## src/rtl/par_tx_pkg.sv

```systemverilog
// Package: shared defaults and helpers for the parity serial transmitter.
// Assumes nothing beyond the width being at least two bits.
package par_tx_pkg;
    localparam int DEF_DATA_W = 4;

    // Reduction parity of a word of any width up to 32 bits.
    function automatic logic odd_ones(input logic [31:0] v, input int w);
        logic acc;
        acc = 1'b0;
        for (int i = 0; i < w; i++) acc = acc ^ v[i];
        return acc;
    endfunction
endpackage

```

## src/rtl/par_tx_shifter.sv

```systemverilog
// Shift path: captures the word and its parity on load, and shifts out MSB first.
// Assumes load and shift are never high in the same cycle.
module par_tx_shifter #(
    parameter int DATA_W = par_tx_pkg::DEF_DATA_W
) (
    input  logic              clk,
    input  logic              rst_n,
    input  logic              load_en,
    input  logic              shift_en,
    input  logic [DATA_W-1:0] word_i,
    output logic              msb_o,
    output logic              par_o
);
    logic [DATA_W-1:0] sh_q;
    logic              par_q;

    // Hold the word being sent, and its parity, which is fixed at load.
    always_ff @(posedge clk) begin
        if (!rst_n) begin
            sh_q  <= '0;
            par_q <= 1'b0;
        end else if (load_en) begin
            sh_q  <= word_i;
            par_q <= par_tx_pkg::odd_ones(32'(word_i), DATA_W);
        end else if (shift_en) begin
            sh_q  <= {sh_q[DATA_W-2:0], 1'b0};
        end
    end

    assign msb_o = sh_q[DATA_W-1];
    assign par_o = par_q;
endmodule

```

## src/rtl/par_tx_sequencer.sv

```systemverilog
// Sequencer: tracks the slot count, raises one strobe per tick, and produces busy and done.
// Assumes ticks may come on any cycle; extra ticks are dropped while a strobe is pending.
module par_tx_sequencer #(
    parameter int DATA_W = par_tx_pkg::DEF_DATA_W
) (
    input  logic clk,
    input  logic rst_n,
    input  logic start_i,
    input  logic tick_i,
    output logic load_en,
    output logic shift_en,
    output logic last_slot,
    output logic strobe_o,
    output logic busy_o,
    output logic done_o
);
    localparam int CNT_W = $clog2(DATA_W + 1);
    localparam logic [CNT_W-1:0] LAST = CNT_W'(DATA_W);

    logic [CNT_W-1:0] slot_q;
    logic             busy_q, pend_q, done_q;

    assign load_en   = !busy_q && start_i;
    assign last_slot = (slot_q == LAST);
    assign shift_en  = busy_q && pend_q && !last_slot;

    // Slot progression: strobe on a tick, advance after the strobe, finish after the last slot.
    always_ff @(posedge clk) begin
        if (!rst_n) begin
            slot_q <= '0;
            busy_q <= 1'b0;
            pend_q <= 1'b0;
            done_q <= 1'b0;
        end else begin
            done_q <= 1'b0;
            if (!busy_q) begin
                if (start_i) begin
                    busy_q <= 1'b1;
                    slot_q <= '0;
                    pend_q <= 1'b0;
                end
            end else if (pend_q) begin
                pend_q <= 1'b0;
                if (last_slot) begin
                    busy_q <= 1'b0;
                    done_q <= 1'b1;
                end else begin
                    slot_q <= slot_q + 1'b1;
                end
            end else if (tick_i) begin
                pend_q <= 1'b1;
            end
        end
    end

    assign strobe_o = pend_q;
    assign busy_o   = busy_q;
    assign done_o   = done_q;
endmodule

```

## src/rtl/par_serial_tx.sv

```systemverilog
// Top: serial transmitter that sends the data bits and then an in-band parity slot.
// Assumes rst_n is applied before the first word; the output selector uses the terminal slot.
module par_serial_tx (
    input  logic       clk,
    input  logic       rst_n,
    input  logic       start_i,
    input  logic [3:0] word_i,
    input  logic       tick_i,
    output logic       ser_o,
    output logic       strobe_o,
    output logic       busy_o,
    output logic       done_o
);
    localparam int DATA_W = 4;

    logic load_en, shift_en, last_slot, msb, par;

    par_tx_sequencer #(.DATA_W(DATA_W)) u_seq (
        .clk(clk), .rst_n(rst_n), .start_i(start_i), .tick_i(tick_i),
        .load_en(load_en), .shift_en(shift_en), .last_slot(last_slot),
        .strobe_o(strobe_o), .busy_o(busy_o), .done_o(done_o)
    );

    par_tx_shifter #(.DATA_W(DATA_W)) u_shift (
        .clk(clk), .rst_n(rst_n), .load_en(load_en), .shift_en(shift_en),
        .word_i(word_i), .msb_o(msb), .par_o(par)
    );

    // Output selector: shifted data in the data slots, stored parity in the last slot, 0 when idle.
    always_comb begin
        if (!busy_o)        ser_o = 1'b0;
        else if (last_slot) ser_o = par;
        else                ser_o = msb;
    end
endmodule

```

## config.mk

```make
export PLATFORM = sky130hd
export DESIGN_NAME = par_serial_tx
export DESIGN_NICKNAME = d
export VERILOG_FILES = /design/src/rtl/par_tx_pkg.sv /design/src/rtl/par_tx_shifter.sv /design/src/rtl/par_tx_sequencer.sv /design/src/rtl/par_serial_tx.sv
export SDC_FILE = /design/constraint.sdc
export NUM_CORES = 1
export LEC_CHECK = 0
export ABC_AREA = 1
export CAP_MARGIN = 0
export CORE_MARGIN = 2
export CORE_UTILIZATION = 47
export CTS_BUF_LIST = sky130_fd_sc_hd__clkbuf_8
export CTS_CLUSTER_SIZE = 20
export DETAILED_ROUTE_END_ITERATION = 12
export HOLD_SLACK_MARGIN = 0.08
export PLACE_DENSITY = 0.82
export SKIP_LAST_GASP = 1
export SYNTH_ARGS = -nofsm -noshare
export SYNTH_HDL_FRONTEND = slang
export SYNTH_SLANG_ARGS = --single-unit
```

## constraint.sdc

```tcl
create_clock -name clk -period 1.2 [get_ports clk]
set_input_delay 0.3 -clock clk [delete_from_list [all_inputs] [get_ports clk]]
set_output_delay 0.3 -clock clk [all_outputs]
set_load 0.05 [all_outputs]
```

; ---- After elaboration in Yosys (flattened, before gate mapping)
; Cells that the tools add are included.
[op_classes]
n_addsub = 1
n_mul = 0
div_mod_pow = 0
muxes = 17
n_eq_ne = 3
n_lt_le_gt_ge = 0
bitwise_logic = 3
n_shift = 0
n_reduce_logical = 9
[ops]
columns = operator, n
row1 = $mux W3, 4
row2 = $mux W1, 11
row3 = $mux W4, 2
row4 = $reduce_and A3 Y1, 2
row5 = $ne A2 B2 Y1 const B, 2
row6 = $reduce_bool A2 Y1, 2
row7 = $add A3 B1 Y3 const B, 1
row8 = $eq A3 B3 Y1 const B, 1
row9 = $logic_and A1 B1 Y1, 3
row10 = $xor A1 B1 Y1, 3
row11 = $logic_not A1 Y1, 2
[word_totals]
regBits = 11
memories = 0
word_cells = 39
in_bits = 8
latchBits = 0
rom_bits = 0
mem_bits_rw = 0

; ---- Depth between registers and ports, before layout
; Gate-level depths: netlist of run 1.
[depth]
word_depth = 5
ltp_mapped = 8
ltp_nobuf = 8

; ---- By module
; Synthesis of run 1 repeated with hierarchy kept, for this count alone.
[unflattened]
cells_unflattened = 92
hier_area_um2 = 630.6
[modules_own_cells]
columns = mod, cells_each, seq_area_each_um2, n_inst, area_per_inst_um2
row1 = par_tx_sequencer, 40, 120.1, 1, 322.8
row2 = par_tx_shifter, 47, 100.1, 1, 286.5
row3 = par_serial_tx, 5, 0.0, 1, 21.3

; ---- Worst setup path before layout of run 1
; OpenSTA, ideal clock, no wires.
[synth_path]
path_type = register -> output
from = register u_seq.busy_q (netlist: u_seq.busy_o)
to = output port ser_o
required_ns = 0.900
n_path_buf = 0
stages_incl_launch_ff = 3
arrival_time_ns = 1.552
setup_slack_ns = -0.652
cell_sequence = dfxtp_1 > o21ai_0 > nor2_1
[synth_between]
elab_chain_cells = 1
[synth_lines]
columns = element, line_no
row1 = "start, declared", par_tx_sequencer.sv:21  ; logic busy_q, pend_q, done_q;
row2 = "start signal, assigned", par_tx_sequencer.sv:31  ; busy_q <= 1'b0;
row3 = "start signal, assigned", par_tx_sequencer.sv:38  ; busy_q <= 1'b1;
row4 = "start signal, assigned", par_tx_sequencer.sv:45  ; busy_q <= 1'b0;
row5 = $mux W1, par_serial_tx.sv:31  ; if (!busy_o) ser_o = 1'b0;
row6 = "end, declared", par_serial_tx.sv:9  ; output logic ser_o,
; Every way passes these cells.

; ---- Worst setup path in the final report of run 1
[layout_path]
from = register u_seq.slot_q[0]
to = output port ser_o
[layout_between]
elab_chain_cells = 3
[layout_lines]
columns = element, line_no
row1 = "start, declared", par_tx_sequencer.sv:20  ; logic [CNT_W-1:0] slot_q;
row2 = "start signal, assigned", par_tx_sequencer.sv:48  ; slot_q <= slot_q + 1'b1;
row3 = $eq A3 B3 Y1, par_tx_sequencer.sv:24  ; assign last_slot = (slot_q == LAST);
row4 = $mux W1, par_serial_tx.sv:32  ; else if (last_slot) ser_o = par;
row5 = $mux W1, par_serial_tx.sv:31
; Every way passes these cells.

==> PnR_summary.wiki, run 1 <==
{| class="wikitable"
! Metric !! Value
|-
| Drt first-iter violations || 14
|-
| Die width || 40.8 um
|-
| Post-route setup TNS || -1160 ps
|-
| Data arrival at the endpoint of the critical path || 1210 ps
|-
| Violations in the final reports || setup timing
|-
| Run status || finished with violations
|-
| Total die area || around 1700 um2
|-
| Clock-pin slew on the worst setup and hold paths || roughly 50 ps
|-
| Placeable core region || 1280 um2
|-
| Cell area after technology mapping || 638 um2
|-
| Total wire length after detailed routing || 1820 um
|-
| Count of different cell masters after synthesis || 18
|-
| Final critical path time including I/O delays and setup || 1510 ps
|-
| Dominant combinational cell family by area after synthesis || simple AND/OR/NAND/NOR gates
|-
| Maximum root-to-sink buffer count || 2
|-
| Post-Syn Area per Cell || 6.72 um2
|-
| Startpoint of the worst-slack reg-to-reg timing path || u_seq.slot_q[0]
|-
| Footprint of the multi-input gates || about 480 um2
|-
| Fin worst setup slack || -307 ps
|-
| Crit path launch type || register
|-
| Origin of the worst min-delay path || u_shift.sh_q[1]
|-
| Origin of the worst setup path || u_seq.slot_q[0]
|-
| Max-slew violation count || 0
|-
| Iteration count of the initial detailed-routing pass || 4
|-
| Synthesis warning total || 0
|-
| Worst clock skew on the final layout || roughly 4.3 ps
|-
| Source-to-sink clock delay at the later pin of the worst-skew pair || 240 ps
|-
| TritonCTS clock tree || done
|-
| Clock root cell || clkbuf_8
|-
| Type of the worst setup path || register to output port
|-
| Net count after synthesis || approximately 110
|-
| Synthesized flop and latch total || 11
|-
| Tightest slew margin relative to the limit || 82.4%
|-
| Vias in the first global route || 585
|-
| Antenna violations before repair || 0
|-
| Slowest stage cell on the critical path || dfxtp_2
|-
| I/O pin total || 12
|-
| Path category of the worst min-delay check || register to register
|-
| Placed inst area || ~900 um2
|-
| Buffers added on ports || 11
|-
| Leakage power || 0.485 nW
|-
| Number of clock sinks || 11
|-
| CP Cell Sequence || inv_2 -> ha_4 -> nand2_4 -> o21ai_4 -> nor2_4 -> buf_12
|-
| Reg2Reg Setup Slack || -140 ps
|-
| Layout cells sized above 1 || 44.3%
|-
| Final hold vios || 0
|-
| Largest net degree at the start of global routing || 12
|-
| Area taken by flip-flops and latches || 225 um2
|-
| WP buf/inv || 2
|-
| Synth-to-Final Area Change || 67.1%
|-
| Number of buffers inserted during clock tree synthesis || 3
|-
| Antenna viol nets, final || 0
|-
| H-tree levels || 1
|-
| Number of standard cells after synthesis || 95
|-
| Diode insertion count for antenna repair || 0
|-
| Largest driver fanout on the critical path || 2
|-
| Layout net count || about 130
|-
| Global-route wire length before repair || 2320 um
|-
| Aggregate global-route resource usage || between 20% and 30%
|-
| Die Y || 40.8 um
|-
| Initial cell density of the core || 49.7%
|-
| Final period utilization || 126%
|-
| Required time of the worst setup path || 900 ps
|-
| Multiplexer area fraction after synthesis || 0%
|-
| Drc violations || 0
|-
| Maximum clock rate || 663 MHz
|-
| Count of fill cells added during filler insertion || 70
|-
| Detailed-route vias per instance || around 5.3
|-
| Adder and majority cell fraction of the synthesized area || under 10%
|-
| Simple-gate share of the synthesized area || between 40% and 50%
|-
| Non-Filler Cell Area, Final || 1070 um2
|-
| HPWL Detailed || 1100 um
|-
| Cell area power density || about 930 nW/um2
|-
| Power consumption || 991 uW
|-
| Routed wire length per instance || 13.3 um
|-
| RSZ-0062 raised after global routing || true
|-
| Compound-gate portion of the synthesized area || 10.4%
|-
| Area share of xor/xnor cells in the synthesized design || 0%
|-
| Final weighted congestion of routability-driven global placement || approximately 0.83
|-
| Top cell family by delay on the critical path || flip-flops
|-
| VDD IR-drop max || 0.870 mV
|-
| Delay of the slowest critical-path stage || 320 ps
|-
| Number of max-capacitance violations reported || 0
|-
| Overall via count from detail_route || 723
|-
| Total grt overflow || 0
|-
| Final count of negative-setup-slack endpoints || 10
|-
| Actual transition at the worst max-transition pin || 263 ps
|-
| Worst Setup End Kind || output port
|-
| Std cell rows || 13
|-
| Share of synthesized area occupied by flip-flops and latches || 34.5%
|-
| Hold buffer count at CTS || 0
|}
## synth_stat cells, drive strengths merged
master / instances / area share, %
o21ai: 3 / 2.9
ha: 2 / 3.9
nand3b: 1 / 1.2
clkinv: 2 / 1.4
inv: 12 / 7.1
nor2: 8 / 4.7
nor3: 2 / 1.6
buf: 1 / 2.4
nand3: 9 / 7.1
nand2: 36 / 26
dfxtp: 11 / 35
a21oi: 8 / 7.5
## placed cells by master, fill, tap and decap left out, types with 2 or more instances in the layout
| cell | Yosys | routed |
|---|---|---|
| nand3_2 | 0 | 2 |
| inv_2 | 2 | 5 |
| clkbuf_8 | 0 | 3 |
| dfxtp_2 | 0 | 4 |
| a21oi_2 | 2 | 4 |
| nand2_8 | 0 | 2 |
| clkdlybuf4s50_1 | 0 | 6 |
| nand3_1 | 9 | 6 |
| nor3_1 | 2 | 2 |
| nand2_4 | 3 | 4 |
| buf_12 | 0 | 4 |
| inv_1 | 10 | 8 |
| o21ai_2 | 1 | 2 |
| nand2_1 | 30 | 26 |
| a21oi_1 | 6 | 3 |
| nor2_1 | 8 | 6 |
| buf_4 | 0 | 11 |
| dfxtp_1 | 11 | 7 |
| nand2_2 | 3 | 5 |
## state kept, by name, summed over array words and instances, names as in the netlist
name,cells
u_seq.done_o,1
u_shift.sh_q,4
u_seq.busy_o,1
u_seq.slot_q,3
u_shift.par_o,1
u_seq.strobe_o,1
## final cells by class
class / count / area share (%)
clock buffers: 3 / 3.87
clock inverters: 1 / 0.352
inverters: 14 / 5.05
multi-input cells: 70 / 44.7
flip-flops and latches: 11 / 21.1
well taps: 15 / 1.76
repair buffers: 23 / 23.1
## worst reg2reg max path: stages, from the launching register on
cell and delay [ps]:
dfxtp_2 320, inv_2 60, ha_4 160, nand2_4 70, buf_4 140, buf_6 120, nand2_8 100, buf_4 120
nand3_1 50, a21oi_1 110
## kinds of logic (layout without fill, tap and decap cells)
group / Yosys count / in the layout
buffers and inverters: 15 / 41
DFF: 11 / 11
adders and majority gates: 2 / 2
and+or+nand+nor: 56 / 57
AOI/OAI and AO/OA: 11 / 11
## power breakdown
part | switching [mW] | internal (mW)
clock network | 0.148 | 0.225
logic | 0.119 | 0.0969
registers | 0.0206 | 0.382
total | 0.287 | 0.704
## what timing repair did
action / 4_1_cts / 5_1_grt
pin swaps: 3 / 6
buffers inserted: 0 / 4
gates resized for setup: 7 / 20
gates cloned: 0 / 1
endpoints found under the setup margin: 3 / 9
## final timing paths
path | cells after the start | end
worst max-delay path | 6 | ser_o
worst min-delay path | 2 | u_shift.sh_q[1]
worst max register to register | 9 | u_shift.sh_q[0]
worst min register to register | 2 | u_shift.sh_q[1]
## metrics by stage
step	instances	worst slack, ps	util (%)	hold WS (ps)
after floorplan	95	-117	-	423
after global placement	128	-173	68.2	480
after detailed placement	128	-208	68.2	489
after CTS	132	-287	74.0	495
after global routing	137	-348	83.0	523
final	137	-307	83.0	494
## layer usage
layer  part of all wire (%)  up-vias  track usage (%)  wire length [um]
li1                       -      355                -                 -
met1                     41      335             24.6               738
met2                     52       21             36.3               945
met3                    2.3       12             5.43                42
met4                    4.9        0             15.8                89
met5                      0        -                0                 0
No activity file was read; power rests on OpenSTA's default activity.
==> run 2: changes to the inputs <==
--- a/config.mk
+++ b/config.mk
@@ -15,6 +15,7 @@
 export HOLD_SLACK_MARGIN = 0.08
 export PLACE_DENSITY = 0.82
 export SKIP_LAST_GASP = 1
+export SLEW_MARGIN = 20
 export SYNTH_ARGS = -nofsm -noshare
 export SYNTH_HDL_FRONTEND = slang
 export SYNTH_SLANG_ARGS = --single-unit
==> results of run 2 <==
No change in the layout: final DEF, timing and power equal those of run 1.
==> run 3: changes to the inputs <==
--- a/config.mk
+++ b/config.mk
@@ -13,7 +13,7 @@
 export CTS_CLUSTER_SIZE = 20
 export DETAILED_ROUTE_END_ITERATION = 12
 export HOLD_SLACK_MARGIN = 0.08
-export PLACE_DENSITY = 0.82
+export PLACE_DENSITY = 0.8
 export SKIP_LAST_GASP = 1
 export SLEW_MARGIN = 20
 export SYNTH_ARGS = -nofsm -noshare
==> run 3 against run 2 <==
Net effect: the flow still finishes with violations (setup timing); final cell count fell by 3.6%; die area stayed put; power is 4.0% lower; clock skew is 2.5 ps lower; sequential share of layout area grew 2.2 points; via count down 10%; register-to-register slack better by 130 ps; hold slack worse by 2.4 ps.
==> PnR_summary.wiki, run 3 (synthesis gave the netlist of run 1 again) <==
{| class="wikitable"
! Metric !! Value
|-
| Violations in the final reports || setup timing (unchanged)
|-
| Most used routing layer in global routing || met2 (unchanged)
|-
| Final critical path time including I/O delays and setup || 1470 ps (was 1510 ps)
|-
| Initial cell density of the core || 49.7% (unchanged)
|-
| Total die area || 1670 um2 (unchanged)
|-
| Final count of negative-setup-slack endpoints || 2 (was 10)
|-
| Largest net degree at the start of global routing || 12 (unchanged)
|-
| Std cell rows || 13 (unchanged)
|-
| Global-route track usage on met3 || 4.89% (was 5.43%)
|-
| Total wire length after detailed routing || 1520 um (was 1820 um)
|-
| Total grt overflow || 0 (unchanged)
|-
| Footprint of the multi-input gates || 408 um2 (was 477 um2)
|-
| Reg2Reg Setup Slack || -10 ps (was -140 ps)
|-
| Cell Count Post-Placement || 128 (unchanged)
|-
| Antenna viol nets, final || 0 (unchanged)
|-
| Placed inst area || 876 um2 (unchanged)
|-
| HPWL Detailed || 1090 um (was 1100 um)
|-
| Layout net count || 128 (was 133)
|-
| Maximum root-to-sink buffer count || 2 (unchanged)
|-
| Fin worst setup slack || -270 ps (was -307 ps)
|-
| Final hold vios || 0 (unchanged)
|-
| Met2 capacity usage during global routing || 39.8% (was 36.3%)
|-
| Regs by FF count || u_shift.sh_q (4), u_seq.slot_q (3) (unchanged)
|-
| Placeable core region || 1280 um2 (unchanged)
|-
| Maximum clock rate || 680 MHz (was 663 MHz)
|-
| Global-route wire length before repair || 2380 um (was 2320 um)
|-
| Number of buffers inserted during clock tree synthesis || 3 (unchanged)
|-
| Final cell count without fillers || 132 (was 137)
|-
| Buffers added on ports || 11 (unchanged)
|-
| Largest register FFs || 4 (unchanged)
|-
| Iteration count of the initial detailed-routing pass || 4 (unchanged)
|-
| Worst clock skew on the final layout || 1.85 ps (was 4.34 ps)
|-
| Drt first-iter violations || 9 (was 14)
|-
| Min Hold Slack || 491 ps (was 494 ps)
|-
| Drc violations || 0 (unchanged)
|-
| VDD IR-drop max || 0.622 mV (was 0.870 mV)
|-
| Required time of the worst setup path || 900 ps (about the same)
|-
| Final period utilization || 122% (was 126%)
|-
| Path category of the worst min-delay check || register to register (unchanged)
|-
| Antenna violations before repair || 0 (unchanged)
|-
| Worst Setup End Kind || output port (unchanged)
|-
| Source-to-sink clock delay at the later pin of the worst-skew pair || 240 ps (about the same)
|-
| Synth-to-Final Area Change || 51.0% (was 67.1%)
|-
| Largest driver fanout on the critical path || 2 (unchanged)
|-
| Cell area power density || 988 nW/um2 (was 930 nW/um2)
|-
| Detailed-route vias per instance || 4.92 (was 5.28)
|-
| Count of fill cells added during filler insertion || 102 (was 70)
|-
| Layout cells sized above 1 || 32.5% (was 44.3%)
|-
| Crit path launch type || register (unchanged)
|-
| Top library cells by usage in the layout, fill and taps aside || 29 x nand2_1, 9 x inv_1, 9 x nand3_1 (was 26 x nand2_1, 11 x buf_4, 8 x inv_1)
|-
| Post-CTS setup buffer count || 0 (unchanged)
|-
| Run status || finished with violations (unchanged)
|-
| Max-slew violation count || 0 (unchanged)
|-
| Die width || 40.8 um (unchanged)
|-
| Routed wire length per instance || 11.5 um (was 13.3 um)
|-
| Number of max-capacitance violations reported || 0 (unchanged)
|-
| Type of the worst setup path || register to output port (unchanged)
|-
| Diode insertion count for antenna repair || 0 (unchanged)
|-
| Global-route met1 utilization || 23.8% (was 24.6%)
|-
| Final weighted congestion of routability-driven global placement || 0.834 (was 0.829)
|-
| Actual transition at the worst max-transition pin || 243 ps (was 263 ps)
|-
| Data arrival at the endpoint of the critical path || 1170 ps (was 1210 ps)
|-
| Die Y || 40.8 um (unchanged)
|-
| Leakage power || 0.442 nW (was 0.485 nW)
|-
| Overall via count from detail_route || 649 (was 723)
|-
| Clock-pin slew on the worst setup and hold paths || 50 ps (about the same)
|-
| I/O pin total || 12 (unchanged)
|-
| Non-Filler Cell Area, Final || 963 um2 (was 1070 um2)
|-
| Aggregate global-route resource usage || 22.8% (was 22.2%)
|-
| Clock root cell || clkbuf_8 (unchanged)
|-
| Number of clock sinks || 11 (unchanged)
|-
| Area taken by flip-flops and latches || 225 um2 (unchanged)
|-
| Vias in the first global route || 594 (was 585)
|-
| Register with the most flip-flops || u_shift.sh_q (unchanged)
|-
| H-tree levels || 1 (unchanged)
|-
| Tightest slew margin relative to the limit || 83.7% (was 82.4%)
|-
| RSZ-0062 raised after global routing || true (unchanged)
|-
| TritonCTS clock tree || done (unchanged)
|-
| Most frequent standard cell in the layout excluding fill and tap cells || nand2_1 (unchanged)
|}
-- run 3: changes by cell type in the layout (fill, tap and decap cells not counted), sizes merged --
cell / before / now
buf: 16 / 12
nand2: 37 / 36
-- run 3: timing repair --
action | 4_1_cts | 5_1_grt
endpoints found under the setup margin | 5 | 9
pin swaps | 4 | 1
hold buffers | 0 | 0
gates resized for setup | 8 | 3
-- run 3: layout make-up --
class,instances,area share [%]
multi-input cells,69,42.3
flip-flops and latches,11,23.4
repair buffers,19,22.1
inverters,14,5.58
clock buffers,3,4.29
well taps,15,1.95
clock inverters,1,0.390
-- run 3: power breakdown --
group | internal [mW] | switching [mW]
logic | 0.0855 | 0.0980
registers | 0.382 | 0.0194
clock network | 0.225 | 0.142
total | 0.692 | 0.260
-- run 3: worst paths after layout --
path                                      start              end  cells past startpoint
worst max-delay path            u_seq.slot_q[0]            ser_o                      6
worst min-delay path            u_shift.sh_q[0]  u_shift.sh_q[0]                      2
worst max register to register  u_seq.slot_q[0]  u_shift.sh_q[3]                      9
worst min register to register  u_shift.sh_q[0]  u_shift.sh_q[0]                      2
-- run 3: layer usage --
metal | vias up | share of wire (%)
li1 | 341 | -
met1 | 288 | 43
met2 | 16 | 52
met3 | 4 | 3.2
met4 | 0 | 1.9
met5 | - | 0
-- run 3: critical path: stages, from the launching register on --
cell and delay (ps):
dfxtp_2 320, inv_2 70, ha_4 160, nand2_4 60
o21ai_4 140, nor2_4 50, buf_12 140
-- run 3: metrics by stage --
stage	setup TNS (ps)	util, %	worst slack [ps]	total power [mW]
final	-283	75.0	-270	0.952
after CTS	-298	74.7	-285	0.954
after detailed placement	-1570	68.2	-203	0.581
after floorplan	-117	-	-117	0.509
after global placement	-1260	68.2	-173	0.577
after global routing	-565	75.0	-324	0.989
